File: src/rtl/supsv_pkg.sv
package supsv_pkg;

  typedef enum logic [1:0] {
    WD_LONG  = 2'b00,
    WD_MID   = 2'b01,
    WD_SHORT = 2'b10,
    WD_OFF   = 2'b11
  } wd_sel_e;

endpackage

File: src/rtl/supsv_cs_sync.sv
module supsv_cs_sync (
  input  logic clk,
  input  logic rst_n,
  input  logic pin_i,
  output logic fall_o
);

  logic meta_q, sync_q, prev_q;

  // Two-flop synchronizer plus one delay stage for edge detection; idle high
  always_ff @(posedge clk or negedge rst_n) begin
    if (!rst_n) begin
      meta_q <= 1'b1;
      sync_q <= 1'b1;
      prev_q <= 1'b1;
    end else begin
      meta_q <= pin_i;
      sync_q <= meta_q;
      prev_q <= sync_q;
    end
  end

  assign fall_o = prev_q & ~sync_q;

  assert_single_fall_R5: assert property (@(posedge clk) disable iff (!rst_n)
    fall_o |=> !fall_o);

endmodule

File: src/rtl/supsv_status.sv
module supsv_status #(
  parameter logic [1:0] PERIOD_RST = 2'b00
) (
  input  logic       clk,
  input  logic       rst_n,
  input  logic       wr_en_i,
  input  logic [1:0] wr_period_i,
  input  logic       wr_wpen_i,
  input  logic       wp_pin_i,
  output logic [1:0] period_o,
  output logic       wpen_o
);

  logic [1:0] period_q, period_d;
  logic       wpen_q, wpen_d;
  logic       locked, load;

  assign locked = ~wp_pin_i & wpen_q;
  assign load   = wr_en_i & ~locked;

  always_comb begin
    period_d = period_q;
    wpen_d   = wpen_q;
    if (load) begin
      period_d = wr_period_i;
      wpen_d   = wr_wpen_i;
    end
  end

  always_ff @(posedge clk or negedge rst_n) begin
    if (!rst_n) begin
      period_q <= PERIOD_RST;
      wpen_q   <= 1'b0;
    end else begin
      period_q <= period_d;
      wpen_q   <= wpen_d;
    end
  end

  assign period_o = period_q;
  assign wpen_o   = wpen_q;

  assert_lock_holds_R7: assert property (@(posedge clk) disable iff (!rst_n)
    (wr_en_i && !wp_pin_i && wpen_q) |=> ($stable(period_q) && $stable(wpen_q)));

endmodule

File: src/rtl/supsv_reset_qual.sv
module supsv_reset_qual #(
  parameter int HOLD_MS = 200
) (
  input  logic clk,
  input  logic rst_n,
  input  logic tick_i,
  input  logic supply_ok_i,
  input  logic wd_expire_i,
  output logic rst_active_o
);

  localparam int HW = $clog2(HOLD_MS + 1);
  localparam logic [HW-1:0] HOLD_END = HW'(HOLD_MS);

  logic [HW-1:0] hold_q, hold_d;
  logic          qualified;

  assign qualified = (hold_q == HOLD_END);

  always_comb begin
    hold_d = hold_q;
    if (!supply_ok_i || wd_expire_i) begin
      hold_d = '0;
    end else if (tick_i && !qualified) begin
      hold_d = hold_q + 1'b1;
    end
  end

  always_ff @(posedge clk or negedge rst_n) begin
    if (!rst_n) hold_q <= '0;
    else        hold_q <= hold_d;
  end

  assign rst_active_o = ~supply_ok_i | ~qualified;

  assert_drop_restarts_R3: assert property (@(posedge clk) disable iff (!rst_n)
    !supply_ok_i |=> (hold_q == '0));

  assert_release_on_tick_R2: assert property (@(posedge clk) disable iff (!rst_n)
    $fell(rst_active_o) |-> $past(tick_i));

  assert_expire_rehold_R8: assert property (@(posedge clk) disable iff (!rst_n)
    wd_expire_i |=> rst_active_o);

endmodule

File: src/rtl/supsv_wdog.sv
module supsv_wdog
  import supsv_pkg::*;
#(
  parameter int PER_LONG  = 1400,
  parameter int PER_MID   = 600,
  parameter int PER_SHORT = 200
) (
  input  logic       clk,
  input  logic       rst_n,
  input  logic       tick_i,
  input  logic       hold_clr_i,
  input  logic       kick_i,
  input  logic [1:0] period_i,
  output logic       expire_o
);

  localparam int MAXP = (PER_LONG > PER_MID) ?
                        ((PER_LONG > PER_SHORT) ? PER_LONG : PER_SHORT) :
                        ((PER_MID > PER_SHORT) ? PER_MID : PER_SHORT);
  localparam int CW = $clog2(MAXP + 1);

  logic [CW-1:0] cnt_q, cnt_d, last;
  logic          enabled;

  always_comb begin
    enabled = 1'b1;
    last    = '0;
    case (wd_sel_e'(period_i))
      WD_LONG:  last = CW'(PER_LONG - 1);
      WD_MID:   last = CW'(PER_MID - 1);
      WD_SHORT: last = CW'(PER_SHORT - 1);
      default:  enabled = 1'b0;
    endcase
  end

  assign expire_o = tick_i & enabled & ~hold_clr_i & ~kick_i & (cnt_q == last);

  always_comb begin
    cnt_d = cnt_q;
    if (hold_clr_i || kick_i || !enabled || expire_o) begin
      cnt_d = '0;
    end else if (tick_i) begin
      cnt_d = cnt_q + 1'b1;
    end
  end

  always_ff @(posedge clk or negedge rst_n) begin
    if (!rst_n) cnt_q <= '0;
    else        cnt_q <= cnt_d;
  end

  assert_held_in_reset_R9: assert property (@(posedge clk) disable iff (!rst_n)
    hold_clr_i |=> (cnt_q == '0));

  assert_kick_clears_R5: assert property (@(posedge clk) disable iff (!rst_n)
    kick_i |=> (cnt_q == '0));

  assert_off_never_fires_R6: assert property (@(posedge clk) disable iff (!rst_n)
    (period_i == 2'b11) |-> !expire_o);

endmodule

File: src/rtl/supply_supervisor.sv
module supply_supervisor #(
  parameter int         HOLD_MS    = 200,
  parameter int         PER_LONG   = 1400,
  parameter int         PER_MID    = 600,
  parameter int         PER_SHORT  = 200,
  parameter logic [1:0] PERIOD_RST = 2'b00
) (
  input  logic       clk,
  input  logic       rst_n,
  input  logic       ms_tick,
  input  logic       vcc_above_min,
  input  logic       vcc_above_trip,
  input  logic       cs_wdi_pin,
  input  logic       wp_pin,
  input  logic       sr_wr_en,
  input  logic [1:0] sr_wr_period,
  input  logic       sr_wr_wpen,
  output logic [1:0] sr_period,
  output logic       sr_wpen,
  output logic       reset_out,
  output logic       cmd_block
);

  logic supply_ok, kick, wd_expire, rst_active;

  assign supply_ok = vcc_above_min & vcc_above_trip;

  supsv_cs_sync u_sync (
    .clk    (clk),
    .rst_n  (rst_n),
    .pin_i  (cs_wdi_pin),
    .fall_o (kick)
  );

  supsv_status #(.PERIOD_RST(PERIOD_RST)) u_status (
    .clk         (clk),
    .rst_n       (rst_n),
    .wr_en_i     (sr_wr_en),
    .wr_period_i (sr_wr_period),
    .wr_wpen_i   (sr_wr_wpen),
    .wp_pin_i    (wp_pin),
    .period_o    (sr_period),
    .wpen_o      (sr_wpen)
  );

  supsv_reset_qual #(.HOLD_MS(HOLD_MS)) u_qual (
    .clk          (clk),
    .rst_n        (rst_n),
    .tick_i       (ms_tick),
    .supply_ok_i  (supply_ok),
    .wd_expire_i  (wd_expire),
    .rst_active_o (rst_active)
  );

  supsv_wdog #(
    .PER_LONG  (PER_LONG),
    .PER_MID   (PER_MID),
    .PER_SHORT (PER_SHORT)
  ) u_wdog (
    .clk        (clk),
    .rst_n      (rst_n),
    .tick_i     (ms_tick),
    .hold_clr_i (rst_active),
    .kick_i     (kick),
    .period_i   (sr_period),
    .expire_o   (wd_expire)
  );

  assign reset_out = rst_active;
  assign cmd_block = rst_active;

  assert_min_low_R1: assert property (@(posedge clk) disable iff (!rst_n)
    !vcc_above_min |-> reset_out);

endmodule

File: config.mk
export PLATFORM = sky130hd
export DESIGN_NAME = supply_supervisor
export DESIGN_NICKNAME = d
export VERILOG_FILES = /design/src/rtl/supsv_pkg.sv /design/src/rtl/supsv_cs_sync.sv /design/src/rtl/supsv_status.sv /design/src/rtl/supsv_reset_qual.sv /design/src/rtl/supsv_wdog.sv /design/src/rtl/supply_supervisor.sv
export SDC_FILE = /design/constraint.sdc
export NUM_CORES = 1
export LEC_CHECK = 0
export BUFFER_PORTS_ARGS = -buffer_cell sky130_fd_sc_hd__buf_2
export CAP_MARGIN = 20
export CORE_MARGIN = 3
export CORE_UTILIZATION = 55
export DETAILED_ROUTE_END_ITERATION = 6
export GPL_TIMING_DRIVEN = 0
export PLACE_DENSITY = 0.76
export SETUP_SLACK_MARGIN = 0.5
export SKIP_LAST_GASP = 1
export SYNTH_ARGS = -nofsm -noshare
export SYNTH_HDL_FRONTEND = slang
export SYNTH_HIERARCHICAL = 1
export SYNTH_SLANG_ARGS = --single-unit
File: constraint.sdc
create_clock -name clk -period 2.21 [get_ports clk]
set_input_delay 0 -clock clk [delete_from_list [all_inputs] [get_ports clk]]
set_output_delay 0 -clock clk [all_outputs]
set_load 0.1 [all_outputs]
* After elaboration in Yosys (flattened, before gate mapping) *
Index checks and enable logic that the tools add are counted.

operators by class
  multiply operators = 0
  reductions and logical operators = 12
  bitwise gates (word level) = 16
  equal/unequal tests = 4
  shifts and indexed selects = 0
  div/mod/pow operators = 0
  magnitude comparators = 0
  multiplexer cells = 6
  add/sub/neg operators = 2

operators by type and width
  operator               number
  $pmux 11 s3            1
  $mux 11                2
  $mux 8                 2
  $add 11x1->11 const B  1
  $eq 11x11->1           1
  $add 8x1->8 const B    1
  $and 1x1->1            8
  $eq 8x8->1 const B     1
  $not 1->1              7
  $logic_or 1x1->1       4
  $reduce_bool 2->1      2
  $logic_not 1->1        3
  $reduce_or 3->1        1
  $eq 2x1->1 const B     1
  $eq 2x2->1 const B     1
  $logic_not 2->1        1
  $logic_and 1x1->1      1
  $mux 1                 1
  $or 1x1->1             1

word-level totals
  memory bits (read-only) = 0
  memory bits (writable) = 0
  output and inout bits = 5
  memories = 0
  register bits after elaboration = 25
  input port bits = 11
  latch bits = 0

* Logic depth before layout (Yosys ltp) *
  depth in word-level cells = 9
  gate-level depth with buffers = 9

* Hierarchy *
Netlist, hierarchy kept.

by module, submodules not included
  module             area an instance (um^2)  times used  cells each
  supsv_wdog         732.0                    1           77
  supsv_reset_qual   478.0                    1           50
  supsv_status       122.6                    1           9
  supsv_cs_sync      92.6                     1           4
  supply_supervisor  13.8                     1           2

* Least setup slack after synthesis *
OpenSTA, ideal clock, no wires.

  kind = register -> register
  start point = register u_qual.hold_q[0]
  end point = register u_qual.hold_q[2]
  stages on the path, launching flop included = 10
  data arrival time = 2.796 ns
  slack = -0.708 ns
  buffers on the path = 0
  library setup time = 0.122 ns
  clock period less this slack = 2.918 ns
  path through = dfrtp_1 -> inv_1 -> ha_1 -> and4b_4 -> nand3_1 -> a211oi_1 -> and3_2 -> or2b_1 -> a2111o_1 -> o21ai_1

on the way
  longest elaborated chain between the ends = 9
  elaborated cells between the ends (all ways) = 14
  those cells by class = add/sub: 1; eq/ne: 1; mux: 2; bitwise: 6; reduce/logical: 4

RTL lines
  what                                                line                     RTL
  start: declaration                                  supsv_reset_qual.sv:15   logic [HW-1:0] hold_q, hold_d;
  start signal: assignment                            supsv_reset_qual.sv:31   else hold_q <= hold_d;
  $eq 8x8->1 (*)                                      supsv_reset_qual.sv:18   assign qualified = (hold_q == HOLD_END);
  $not 1->1 (*)                                       supsv_reset_qual.sv:34   assign rst_active_o = ~supply_ok_i | ~qualified;
  $or 1x1->1 (*)                                      supsv_reset_qual.sv:34
  via cmd_block                                       supply_supervisor.sv:21  output logic cmd_block
  $not 1->1 (*)                                       supsv_wdog.sv:36         assign expire_o = tick_i & enabled & ~hold_clr_i & ~kick_i & (cnt_q == last);
  $and 1x1->1 (*) (3 in series)                       supsv_wdog.sv:36
  via wd_expire                                       supply_supervisor.sv:24  logic supply_ok, kick, wd_expire, rst_active;
  $logic_or 1x1->1 (*)                                supsv_reset_qual.sv:22   if (!supply_ok_i || wd_expire_i) begin
  $mux 8 / $reduce_bool 2->1 (equally long branches)  -

The timed path passes the listed nets; every way through them passes the cells marked *. The select of a mux whose other input is x is not followed.
A chain may end at the register's enable or synchronous reset.

* Final worst setup path *
  start point = register u_status.period_q[0] (netlist: u_status/period_o[0])
  end point = register u_qual.hold_q[2]

on the way
  longest elaborated chain between the ends = 9
  elaborated cells between the ends (all ways) = 14
  those cells by class = eq/ne: 3; mux: 3; bitwise: 4; reduce/logical: 4

RTL lines
  what                                                line                     RTL
  start: declaration                                  supsv_status.sv:14       logic [1:0] period_q, period_d;
  start signal: assignment                            supsv_status.sv:35       period_q <= period_d;
  $eq 2x1->1 (tied with other cells)                  supsv_wdog.sv:28         case (wd_sel_e'(period_i))
  $reduce_or 3->1 (no source line)                    -
  $mux 1                                              supsv_wdog.sv:28
  $and 1x1->1 (3 in series)                           supsv_wdog.sv:36
  $and 1x1->1 (*)                                     supsv_wdog.sv:36
  via wd_expire                                       supply_supervisor.sv:24
  $logic_or 1x1->1 (*)                                supsv_reset_qual.sv:22
  $mux 8 / $reduce_bool 2->1 (equally long branches)  -

The timed path passes the listed nets; every way through them passes the cells marked *.

==> metrics <==
outcome complete, no violations; slowest CP cell or4_4; worst-path maximum fanout 6; Sink Count 25; Final Setup Violations 0; HP Start sr_wr_en; fillers 130; Req. time, crit path 2.45 ns; Layout area overhead 36.8%; Max Root-Sink Buffers 2; Async S/R FF share, synth 100%; Crit. End Element flop; Net Sw Power 0.288 mW; WP buf/inv 1; drt total wl 3.55 mm; vias in the first global route 1223; Max IR drop VDD 0.696 mV; syn_nets 156; crit-path max cell delay 0.49 ns; routed len/inst 17.1 um; worst reg2reg path endpoint u_qual/hold_q[2]; Hold Crit Class input pin to flop; count of final hold-check violations 0; Worst Setup Start Kind flop; EDFF count, synth 0; minimum clock period 1.96 ns; via count 1294; synthesized flop and latch total 25; combinational share of power 23.6%; final worst-path cycle share 88.6%; Gate Count Post-Synth 142; share of power burned in registers 53.3%; Port Buffers 15; worst r2r src u_status/period_o[0]; hpwl dp 2.19 mm; first-iteration detailed-routing DRC count 55; Max-slew headroom 63.8%; yosys warns 6; share of cells above drive strength 1 43.9%; largest net degree at the start of global routing 26; r2r worst-path depth 8; post-route ant nets 0; Netlist Area Pre-Place 0.00144 mm^2; die width 57.2 um; worst path cell trace buf_8 -> and2b_1 -> or4_4 -> a21oi_4 -> and3_4 -> or2b_4 -> a2111o_1 -> o21ai_1; Power Density 461 mW/mm^2; Crit path max-delay family simple AND/OR/NAND/NOR gates; reg2reg setup slack 0.25 ns; CP Class flop to flop; sequential fraction of the synthesis area 43.7%; nets 195; I/O pin count 16; first-pass GRT wire length 5.77 mm; initial antenna violation count 0; Core Region 0.00234 mm^2; H-tree levels 1; Max Cap Viol 0; Top FF cell, synth dfrtp_1; critical path arrival 2.20 ns; # rows 17; Hold EP u_status/period_o[1]; Pint 0.620 mW; total grt overflow 0; Slew @ Worst Pin 0.543 ns; FMAX 511 MHz; cell leakage power 0.791 nW; clock network fraction of total power 23.1%; Clk Latency, worst-skew pair 0.33 ns; vias per inst 6.22; Die Ht 57.2 um; Starting Density 61.5%; gr usage total 22.7%; sw frac 31.7%; Worst Hold Depth 3; Antenna Cells 0; drt first pass iters 4; Post-Route Skew 0.00787 ns; CTS tree done; Die ar. 0.00327 mm^2; clk root buf clkbuf_4; Synth cell types 48; TNS Setup 0 ns; Slew Viols, Final 0; Final Wtd Congestion 0.804; final core utilization 84.1%; most common cell after layout, fill and taps aside dfrtp_1; RSZ-0062 raised after global routing true; number of buffers created by CTS 3; Residual DRC 0; CTS clk-pin slew, worst paths 0.14 ns; syn avg cell area 10.1 um^2; most frequent cells in the layout 19 x dfrtp_1, 15 x buf_2, 13 x nand2_1
==> Yosys cell counts (all sizes together) (2+ instances only) <==
cell type	n	share of area (%)
dfrtp	22	38
nand2	13	3.4
o21ai	9	3.4
a211oi	8	4.2
a21oi	8	3.0
nand4	8	5.0
nor2	8	2.1
buf	7	3.4
xor2	5	3.0
nand3	4	1.4
xnor2	4	2.4
dfstp	3	5.5
ha	3	2.6
inv	3	0.78
mux2i	3	2.1
or3	3	1.3
and3	2	1.0
mux2	2	1.6
nor2b	2	1.4
nor3	2	0.70
nor4	2	0.87
o2111ai	2	1.2
o31a	2	1.3
or4	2	1.0
==> power groups by stage <==
stage	clock network, mW	logic [mW]	registers, mW
finish	0.209	0.214	0.484
global route	0.237	0.229	0.484
CTS	0.214	0.207	0.482
detailed placement	0	0.171	0.494
global placement	0	0.165	0.493
floorplan	0	0.0704	0.550
==> worst min-delay path, stage by stage <==
cell and delay [ns]:
buf_2 0.12, o21ai_2 0.09, mux2_2 0.15
==> stage by stage <==
| stage | area, um^2 | cells | power, mW | hold WS, ns | worst slack [ns] |
|---|---|---|---|---|---|
| 2_1_floorplan | 1510 | 142 | 0.621 | -0.296 | 0.0503 |
| 3_3_place_gp | 1620 | 185 | 0.658 | 0.00833 | 0.161 |
| 3_5_place_dp | 1620 | 185 | 0.665 | 0.0161 | 0.101 |
| 4_1_cts | 1880 | 205 | 0.903 | 0.0232 | 0.261 |
| 5_1_grt | 1970 | 208 | 0.950 | 0.0329 | 0.184 |
| 6_report | 1970 | 208 | 0.907 | 0.0539 | 0.253 |
==> layout make-up <==
| type | count | area [um^2] | area share [%] |
|---|---|---|---|
| Timing Repair Buffer | 34 | 307 | 15.6 |
| Sequential cell | 25 | 638 | 32.4 |
| Clock inverter | 1 | 5.00 | 0.254 |
| Buffer | 8 | 81.3 | 4.13 |
| Tap cell | 28 | 35.0 | 1.78 |
| Inverter | 3 | 11.3 | 0.572 |
| Multi-Input combinational cell | 106 | 868 | 44.1 |
| Clock buffer | 3 | 22.5 | 1.14 |
==> registers in the layout, summed over array words and instances, names as in the netlist <==
register	count
u_qual/hold_q	8
u_sync/prev_q	1
u_status/wpen_o	1
u_sync/sync_q	1
u_status/period_o	2
u_wdog/cnt_q	11
u_sync/meta_q	1
==> routing by layer <==
layer  part of all wire (%)  global-route usage [%]
met5                      0                       0
met2                     50                    38.3
met3                    5.8                    5.43
met1                     43                    29.1
met4                    1.5                    6.29
==> worst max path at each step <==
stage                                  end  slack, ns                 start  cells past startpoint
after floorplan           u_qual/hold_q[2]       0.05      u_qual/hold_q[0]                      9
after global placement    u_qual/hold_q[2]       0.16      u_qual/hold_q[0]                      9
after detailed placement  u_qual/hold_q[2]       0.10      u_qual/hold_q[0]                      9
after CTS                 u_qual/hold_q[2]       0.26  u_status/period_o[0]                      8
after global routing      u_qual/hold_q[2]       0.18  u_status/period_o[0]                      9
final                     u_qual/hold_q[2]       0.25  u_status/period_o[0]                      8
==> timing repair <==
item | 4_1_cts | 5_1_grt
hold endpoints to repair | 29 | 0
gates cloned | 1 | 0
resized for setup | 14 | 18
pin swaps | 3 | 4
hold buffers | 6 | 0
setup endpoints to repair | 21 | 21
setup buffers | 9 | 3
==> cells by family after synthesis <==
family,share of synthesized area (%)
AO/OA/AOI/OAI,17.7
AND/OR/NAND/NOR,22.4
adder cells (fa/ha/maj),2.61
XOR/XNOR,5.48
buffers and inverters,4.43
multiplexers,3.65
flip-flops,43.7
No activity file was read; power rests on OpenSTA's default activity.
